File: src/rtl/dq_pkg.sv
package dq_pkg;
  typedef struct packed {
    logic push;
    logic pop;
    logic divert;
    logic divHead;
    logic setThr;
    logic peekCnt;
    logic peekBytes;
    logic peekThr;
  } dq_stb_t;

  localparam logic [1:0] WIN_QUEUE = 2'd0;
  localparam logic [1:0] WIN_PEEK  = 2'd1;
  localparam logic [1:0] WIN_CMD   = 2'd2;
endpackage

File: src/rtl/dq_ctrl.sv
module dq_ctrl
  import dq_pkg::*;
#(
  parameter int NUM_Q = 8,
  parameter int DEPTH = 16,
  parameter int AW    = 12,
  localparam int QW   = $clog2(NUM_Q),
  localparam int CW   = $clog2(DEPTH + 1)
) (
  input  logic          clk,
  input  logic          rst,
  input  logic          busValid,
  input  logic          busWrite,
  input  logic          busWide,
  input  logic [AW-1:0] busAddr,
  input  logic [63:0]   busWdata,
  output logic          busRvalid,
  output dq_stb_t       stb,
  output logic [QW-1:0] qSel,
  output logic [QW-1:0] qDst,
  output logic [31:0]   pushAddr,
  output logic [31:0]   pushSize,
  output logic [CW-1:0] thrVal
);
  logic [1:0]  win;
  logic [1:0]  word;
  logic [31:0] pendSize;
  logic        latchSize;

  assign win  = busAddr[AW-1:AW-2];
  assign word = busAddr[3:2];

  always_comb begin
    stb       = '0;
    latchSize = 1'b0;
    qSel      = busAddr[4 +: QW];
    qDst      = '0;
    pushAddr  = busWdata[31:0];
    pushSize  = pendSize;
    thrVal    = busWdata[CW-1:0];
    if (busValid) begin
      unique case (win)
        WIN_QUEUE: begin
          if (busWrite && word == 2'd2) begin
            if (busWide) begin
              stb.push = 1'b1;
              pushAddr = busWdata[63:32];
              pushSize = busWdata[31:0];
            end else begin
              latchSize = 1'b1;
            end
          end else if (word == 2'd3) begin
            stb.push = busWrite;
            stb.pop  = !busWrite;
          end
        end
        WIN_PEEK: begin
          if (busWrite) stb.setThr = (word == 2'd3);
          else begin
            stb.peekCnt   = (word == 2'd0);
            stb.peekBytes = (word == 2'd1);
            stb.peekThr   = (word == 2'd3);
          end
        end
        WIN_CMD: begin
          if (busWrite && busAddr[AW-3:0] == '0) begin
            stb.divert  = 1'b1;
            stb.divHead = busWdata[31];
            qSel        = busWdata[QW-1:0];
            qDst        = busWdata[16 +: QW];
          end
        end
        default: ;
      endcase
    end
  end

  always_ff @(posedge clk) begin
    if (rst) begin
      pendSize  <= '0;
      busRvalid <= 1'b0;
    end else begin
      busRvalid <= busValid && !busWrite;
      if (latchSize) pendSize <= busWdata[31:0];
      else if (stb.push && !busWide) pendSize <= '0;
    end
  end
endmodule

File: src/rtl/dq_datapath.sv
module dq_datapath
  import dq_pkg::*;
#(
  parameter int NUM_Q = 8,
  parameter int DEPTH = 16,
  localparam int QW   = $clog2(NUM_Q),
  localparam int PW   = $clog2(DEPTH),
  localparam int CW   = $clog2(DEPTH + 1)
) (
  input  logic          clk,
  input  logic          rst,
  input  dq_stb_t       stb,
  input  logic [QW-1:0] qSel,
  input  logic [QW-1:0] qDst,
  input  logic [31:0]   pushAddr,
  input  logic [31:0]   pushSize,
  input  logic [CW-1:0] thrVal,
  output logic [31:0]   rdData,
  output logic [NUM_Q-1:0] qAbove
);
  logic [31:0]   entAddr [DEPTH];
  logic [31:0]   entSize [DEPTH];
  logic [PW-1:0] nextPtr [DEPTH];
  logic [PW-1:0] headP   [NUM_Q];
  logic [PW-1:0] tailP   [NUM_Q];
  logic [CW-1:0] cnt     [NUM_Q];
  logic [31:0]   byteCnt [NUM_Q];
  logic [CW-1:0] thr     [NUM_Q];
  logic [PW-1:0] freeHead;
  logic [CW-1:0] freeCnt;
  logic [PW-1:0] slot;

  assign slot = stb.push ? freeHead : headP[qSel];

  always_ff @(posedge clk) begin
    if (rst) begin
      for (int i = 0; i < DEPTH; i++) nextPtr[i] <= PW'(i + 1);
      for (int q = 0; q < NUM_Q; q++) begin
        headP[q]   <= '0;
        tailP[q]   <= '0;
        cnt[q]     <= '0;
        byteCnt[q] <= '0;
        thr[q]     <= '0;
      end
      freeHead <= '0;
      freeCnt  <= CW'(DEPTH);
      rdData   <= '0;
    end else begin
      rdData <= '0;
      if (stb.push) begin
        if (freeCnt != '0) begin
          entAddr[slot] <= pushAddr;
          entSize[slot] <= pushSize;
          freeHead      <= nextPtr[slot];
          freeCnt       <= freeCnt - 1'b1;
          if (cnt[qSel] == '0) headP[qSel] <= slot;
          else nextPtr[tailP[qSel]] <= slot;
          tailP[qSel]   <= slot;
          cnt[qSel]     <= cnt[qSel] + 1'b1;
          byteCnt[qSel] <= byteCnt[qSel] + pushSize;
        end
      end else if (stb.pop) begin
        if (cnt[qSel] != '0) begin
          rdData        <= entAddr[slot];
          headP[qSel]   <= nextPtr[slot];
          cnt[qSel]     <= cnt[qSel] - 1'b1;
          byteCnt[qSel] <= byteCnt[qSel] - entSize[slot];
          nextPtr[slot] <= freeHead;
          freeHead      <= slot;
          freeCnt       <= freeCnt + 1'b1;
        end
      end else if (stb.divert) begin
        if (qSel != qDst && cnt[qSel] != '0) begin
          if (stb.divHead) begin
            if (cnt[qDst] != '0) nextPtr[tailP[qSel]] <= headP[qDst];
            else tailP[qDst] <= tailP[qSel];
            headP[qDst] <= headP[qSel];
          end else begin
            if (cnt[qDst] != '0) nextPtr[tailP[qDst]] <= headP[qSel];
            else headP[qDst] <= headP[qSel];
            tailP[qDst] <= tailP[qSel];
          end
          cnt[qDst]     <= cnt[qDst] + cnt[qSel];
          cnt[qSel]     <= '0;
          byteCnt[qDst] <= byteCnt[qDst] + byteCnt[qSel];
          byteCnt[qSel] <= '0;
        end
      end else if (stb.setThr) begin
        thr[qSel] <= thrVal;
      end else if (stb.peekCnt) begin
        rdData <= 32'(cnt[qSel]);
      end else if (stb.peekBytes) begin
        rdData <= byteCnt[qSel];
      end else if (stb.peekThr) begin
        rdData <= 32'(thr[qSel]);
      end
    end
  end

  for (genvar g = 0; g < NUM_Q; g++) begin : g_status
    assign qAbove[g] = (thr[g] != '0) && (cnt[g] >= thr[g]);
  end
endmodule

File: src/rtl/desc_queue_mgr.sv
module desc_queue_mgr
  import dq_pkg::*;
#(
  parameter int NUM_Q = 8,
  parameter int DEPTH = 16,
  parameter int AW    = 12,
  localparam int QW   = $clog2(NUM_Q),
  localparam int CW   = $clog2(DEPTH + 1)
) (
  input  logic             clk,
  input  logic             rst,
  input  logic             busValid,
  input  logic             busWrite,
  input  logic             busWide,
  input  logic [AW-1:0]    busAddr,
  input  logic [63:0]      busWdata,
  output logic             busRvalid,
  output logic [31:0]      busRdata,
  output logic [NUM_Q-1:0] qAbove
);
  dq_stb_t       stb;
  logic [QW-1:0] qSel;
  logic [QW-1:0] qDst;
  logic [31:0]   pushAddr;
  logic [31:0]   pushSize;
  logic [CW-1:0] thrVal;

  dq_ctrl #(.NUM_Q(NUM_Q), .DEPTH(DEPTH), .AW(AW)) ctrl_i (
    .clk(clk), .rst(rst), .busValid(busValid), .busWrite(busWrite),
    .busWide(busWide), .busAddr(busAddr), .busWdata(busWdata),
    .busRvalid(busRvalid), .stb(stb), .qSel(qSel), .qDst(qDst),
    .pushAddr(pushAddr), .pushSize(pushSize), .thrVal(thrVal)
  );

  dq_datapath #(.NUM_Q(NUM_Q), .DEPTH(DEPTH)) dp_i (
    .clk(clk), .rst(rst), .stb(stb), .qSel(qSel), .qDst(qDst),
    .pushAddr(pushAddr), .pushSize(pushSize), .thrVal(thrVal),
    .rdData(busRdata), .qAbove(qAbove)
  );
endmodule

File: config.mk
export PLATFORM = sky130hd
export DESIGN_NAME = desc_queue_mgr
export DESIGN_NICKNAME = d
export VERILOG_FILES = /design/src/rtl/dq_pkg.sv /design/src/rtl/dq_ctrl.sv /design/src/rtl/dq_datapath.sv /design/src/rtl/desc_queue_mgr.sv
export SDC_FILE = /design/constraint.sdc
export NUM_CORES = 2
export LEC_CHECK = 0
export BUFFER_PORTS_ARGS = -buffer_cell sky130_fd_sc_hd__buf_2
export CORE_MARGIN = 2
export CORE_UTILIZATION = 40
export CTS_CLUSTER_DIAMETER = 40
export DETAILED_ROUTE_END_ITERATION = 7
export PLACE_DENSITY = 0.55
export SETUP_SLACK_MARGIN = 0.5
export SLEW_MARGIN = 20
export SYNTH_ARGS = -nofsm -noshare
export SYNTH_HDL_FRONTEND = slang
export SYNTH_SLANG_ARGS = --single-unit
File: constraint.sdc
create_clock -name clk -period 29.8 [get_ports clk]
set_clock_uncertainty 0.15 [all_clocks]
set_input_delay 5.96 -clock clk [delete_from_list [all_inputs] [get_ports clk]]
set_output_delay 5.96 -clock clk [all_outputs]
set_load 0.005 [all_outputs]
==> reports/qor.yml <==
placement:
  io_buffers: 121
  dp_hpwl_mm: 160
  dp_slack_ns: 12.66
  gp_congestion: 0.971
global_route:
  grt_antenna_before_repair: 18
  grt.total_usage_pct: 27.9
  grt_first_pass_wirelength_mm: 382
  grt_max_degree: 169
  grt_overflow: 0
  grt_pass1_vias: 53800
cells_and_area:
  seq_area_mm2: 0.0462
  nNetsFinal: 6757
  final_common_cell: "edfxtp_1"
  layout-drive-gt1-share_pct: 11.7
  final_cell_mix: "edfxtp_1 (1488), nand2_1 (1412), o22ai_1 (393)"
  syn2layout_area_growth_pct: 14.1
  multi_input_area_mm2: 0.0257
  n_fill_cell: 16700
power:
  vdd_drop_max_mv: 0.0499
  p_leak_nw: 29.7
  power_mw: 5.75
  power_density_mw_per_mm2: 68.2
timing:
  slew_headroom_pct: 17.9
  finalWorstSetupSlack_ns: 13.29
  worstMarginPinSlew_ns: 1.23
  hold_viol_final: 0
  fmax_ghz: 0.0606
  rsz0062_at_grt: "no"
  drv_slew: 0
  setup_tns_ns: 0
  min_period_ns: 16.51
  finalSetupViolCount: 0
  post-route-period-util_pct: 55.4
floorplanning:
  die_h_um: 434
  core_area_mm2: 0.183
  die_area_mm2: 0.188
  io_pins: 122
  die_w_um: 434
  floorplan.initialDensity_pct: 40.3
  rows: 157
worst_setup_path:
  reg2reg_from: "dp_i.headP[6][0]"
  arrival_ns: 17.02
  end_kind: "flop"
  worstPathRequired_ns: 30.31
  reg2reg_to: "dp_i.byteCnt[0][28]"
  criticalPathCategory: "input port to flop"
  cp_common_cell: "a21oi_1"
  cpPeakStageDelay_ns: 1.09
  r2r_slack_ns: 20.52
  crit_fanout: 81
  start_kind: "input port"
  r2r.worst_path.cells: 27
  crit_slowest_cell: "nor4bb_4"
cts:
  cts_buffer_depth: 3
  root_buffer: "clkbuf_16"
  hold_buffers: 0
  h-tree-depth: 4
  cts_setup_buffers: 0
  clk_latency_ns: 0.86
  cts_sinks: 1562
  cts-resized-gates: 0
  clk_pin_slew_ns: 0.06
  cts_buffers: 208
  cts_tree: "built"
drt:
  vias_per_cell: 6.15
  wl_mm: 269
  antenna_left: 0
  first_pass_iters: 8
  vias: 56600
  drc: 0
  drt-initial-drc-count: 7714
  wl_per_cell_um: 29.2
synth:
  yosys_warnings: 0
  synth_cell_types: 104
  synthFlopType: "edfxtp_1"
  syn_area_mm2: 0.0739
  syn_area_per_cell_um2: 11.3
  syn_nets: 6739
  synth_edf_count: 1488
  synthesis.instances: 6532
  synth_seq_cells: 1562
  ys_seq_area_share_pct: 62.5
  async_reset_ff_share_pct: 0
worst_hold_path:
  hold_class: "flop to flop"
  holdPathStages: 2
  min_from: "ctrl_i.pendSize[25]"
  hold_end: "ctrl_i.pendSize[25]"
run_status:
  status: "complete, no violations"
run:
  drv_cap: 0
[registers in the layout (all words and copies together) (netlist names)]
signal and cells:
dp_i.rdData 32, dp_i.headP 32, dp_i.tailP 32, dp_i.cnt 40, ctrl_i.busRvalid 1, dp_i.freeCnt 5, ctrl_i.pendSize 32, dp_i.entSize 512
dp_i.byteCnt 256, dp_i.nextPtr 64, dp_i.thr 40, dp_i.freeHead 4, dp_i.entAddr 512
[worst max-delay path: cells and delay by family]
kind                     cells  cell delay, ns
XOR/XNOR                     1            0.17
adder cells (fa/ha/maj)      1            0.34
buffers and inverters        5            3.16
AO/OA/AOI/OAI               16            4.84
AND/OR/NAND/NOR              7            2.42
[area by class of cell]
| class | count | share of cell area, % |
|---|---|---|
| flip-flops and latches | 1562 | 54.8 |
| clock inverters | 148 | 2.05 |
| inverters | 96 | 0.434 |
| well taps | 2464 | 3.66 |
| diodes | 8 | 0.0238 |
| clock buffers | 249 | 6.48 |
| repair buffers | 264 | 2.10 |
| multi-input cells | 4418 | 30.5 |
[cell usage after synthesis, types with 9 or more instances]
library cell | count | area share [%]
edfxtp_1 | 1488 | 60
nand2_1 | 1414 | 7.2
o22ai_1 | 393 | 3.3
nor2_1 | 382 | 1.9
nand3_1 | 331 | 2.2
a21oi_1 | 264 | 1.8
clkbuf_1 | 256 | 1.3
a311oi_1 | 193 | 2.3
and3_1 | 160 | 1.4
buf_2 | 132 | 0.89
mux2i_1 | 125 | 1.7
ha_1 | 121 | 2.0
o21ai_0 | 117 | 0.79
a31oi_1 | 102 | 0.86
inv_1 | 93 | 0.47
nor3_1 | 84 | 0.57
dfxtp_1 | 74 | 2.0
nand2b_1 | 70 | 0.59
xnor2_1 | 60 | 0.71
mux2_2 | 55 | 0.84
and2_1 | 51 | 0.43
buf_1 | 47 | 0.24
o221ai_1 | 44 | 0.52
a22oi_1 | 35 | 0.36
xor2_1 | 35 | 0.41
a21o_1 | 31 | 0.31
a211oi_1 | 26 | 0.26
nor4_1 | 23 | 0.19
nor2b_1 | 22 | 0.19
a32oi_1 | 16 | 0.19
or3_1 | 16 | 0.14
buf_4 | 14 | 0.14
o32ai_1 | 14 | 0.17
or2_2 | 13 | 0.11
o21a_1 | 12 | 0.12
a221oi_1 | 11 | 0.13
nand4_1 | 11 | 0.093
nor3_2 | 10 | 0.14
nor3b_1 | 10 | 0.10
or2_1 | 10 | 0.085
o21ai_1 | 9 | 0.061
[layer usage]
layer / wire length, um / GRT usage, % / up-vias
met5: 41 / 0 / -
met4: 14500 / 13.2 / 6
met3: 27300 / 6.49 / 760
met2: 121000 / 43.3 / 3211
met1: 107000 / 37.0 / 28000
li1: - / - / 24600
[worst max-delay path by stage]
| stage | from | to |
|---|---|---|
| 6_report | busWrite | dp_i.byteCnt[0][28] |
| 5_1_grt | busWrite | dp_i.byteCnt[0][28] |
| 4_1_cts | busWrite | dp_i.byteCnt[0][28] |
| 3_5_place_dp | busWrite | dp_i.byteCnt[0][28] |
| 3_3_place_gp | busWrite | dp_i.byteCnt[0][28] |
| 2_1_floorplan | busWrite | dp_i.entAddr[11][0] |
[cells by family (layout without fill, tap and decap cells)]
group	Yosys count	in the layout	synth area share, %
multiplexers	187	187	2.66
AND/OR/NAND/NOR	2641	2641	15.8
adder cells (fa/ha/maj)	126	126	2.18
flip-flops	1562	1562	62.5
XOR/XNOR	96	96	1.15
buffers and inverters	552	757	3.18
other	0	8	0
AO/OA/AOI/OAI	1368	1368	12.5
[report_power, final]
group	internal, mW	switching, mW	total, mW
combinational	0.210	0.551	0.761
sequential	2.42	0.0178	2.43
clock	1.53	1.02	2.55
total	4.16	1.59	5.75
[per-stage QoR]
step,std cells,util [%],hold WS [ns],area (um^2)
finish,9209,46.0,0.301,84300
global route,9204,46.0,0.319,84300
CTS,9201,46.0,0.302,84200
detailed placement,8804,42.0,0.295,77100
global placement,8804,42.0,0.287,77000
floorplan,6532,-,0.278,73900
(Power assumes the default switching activity.)
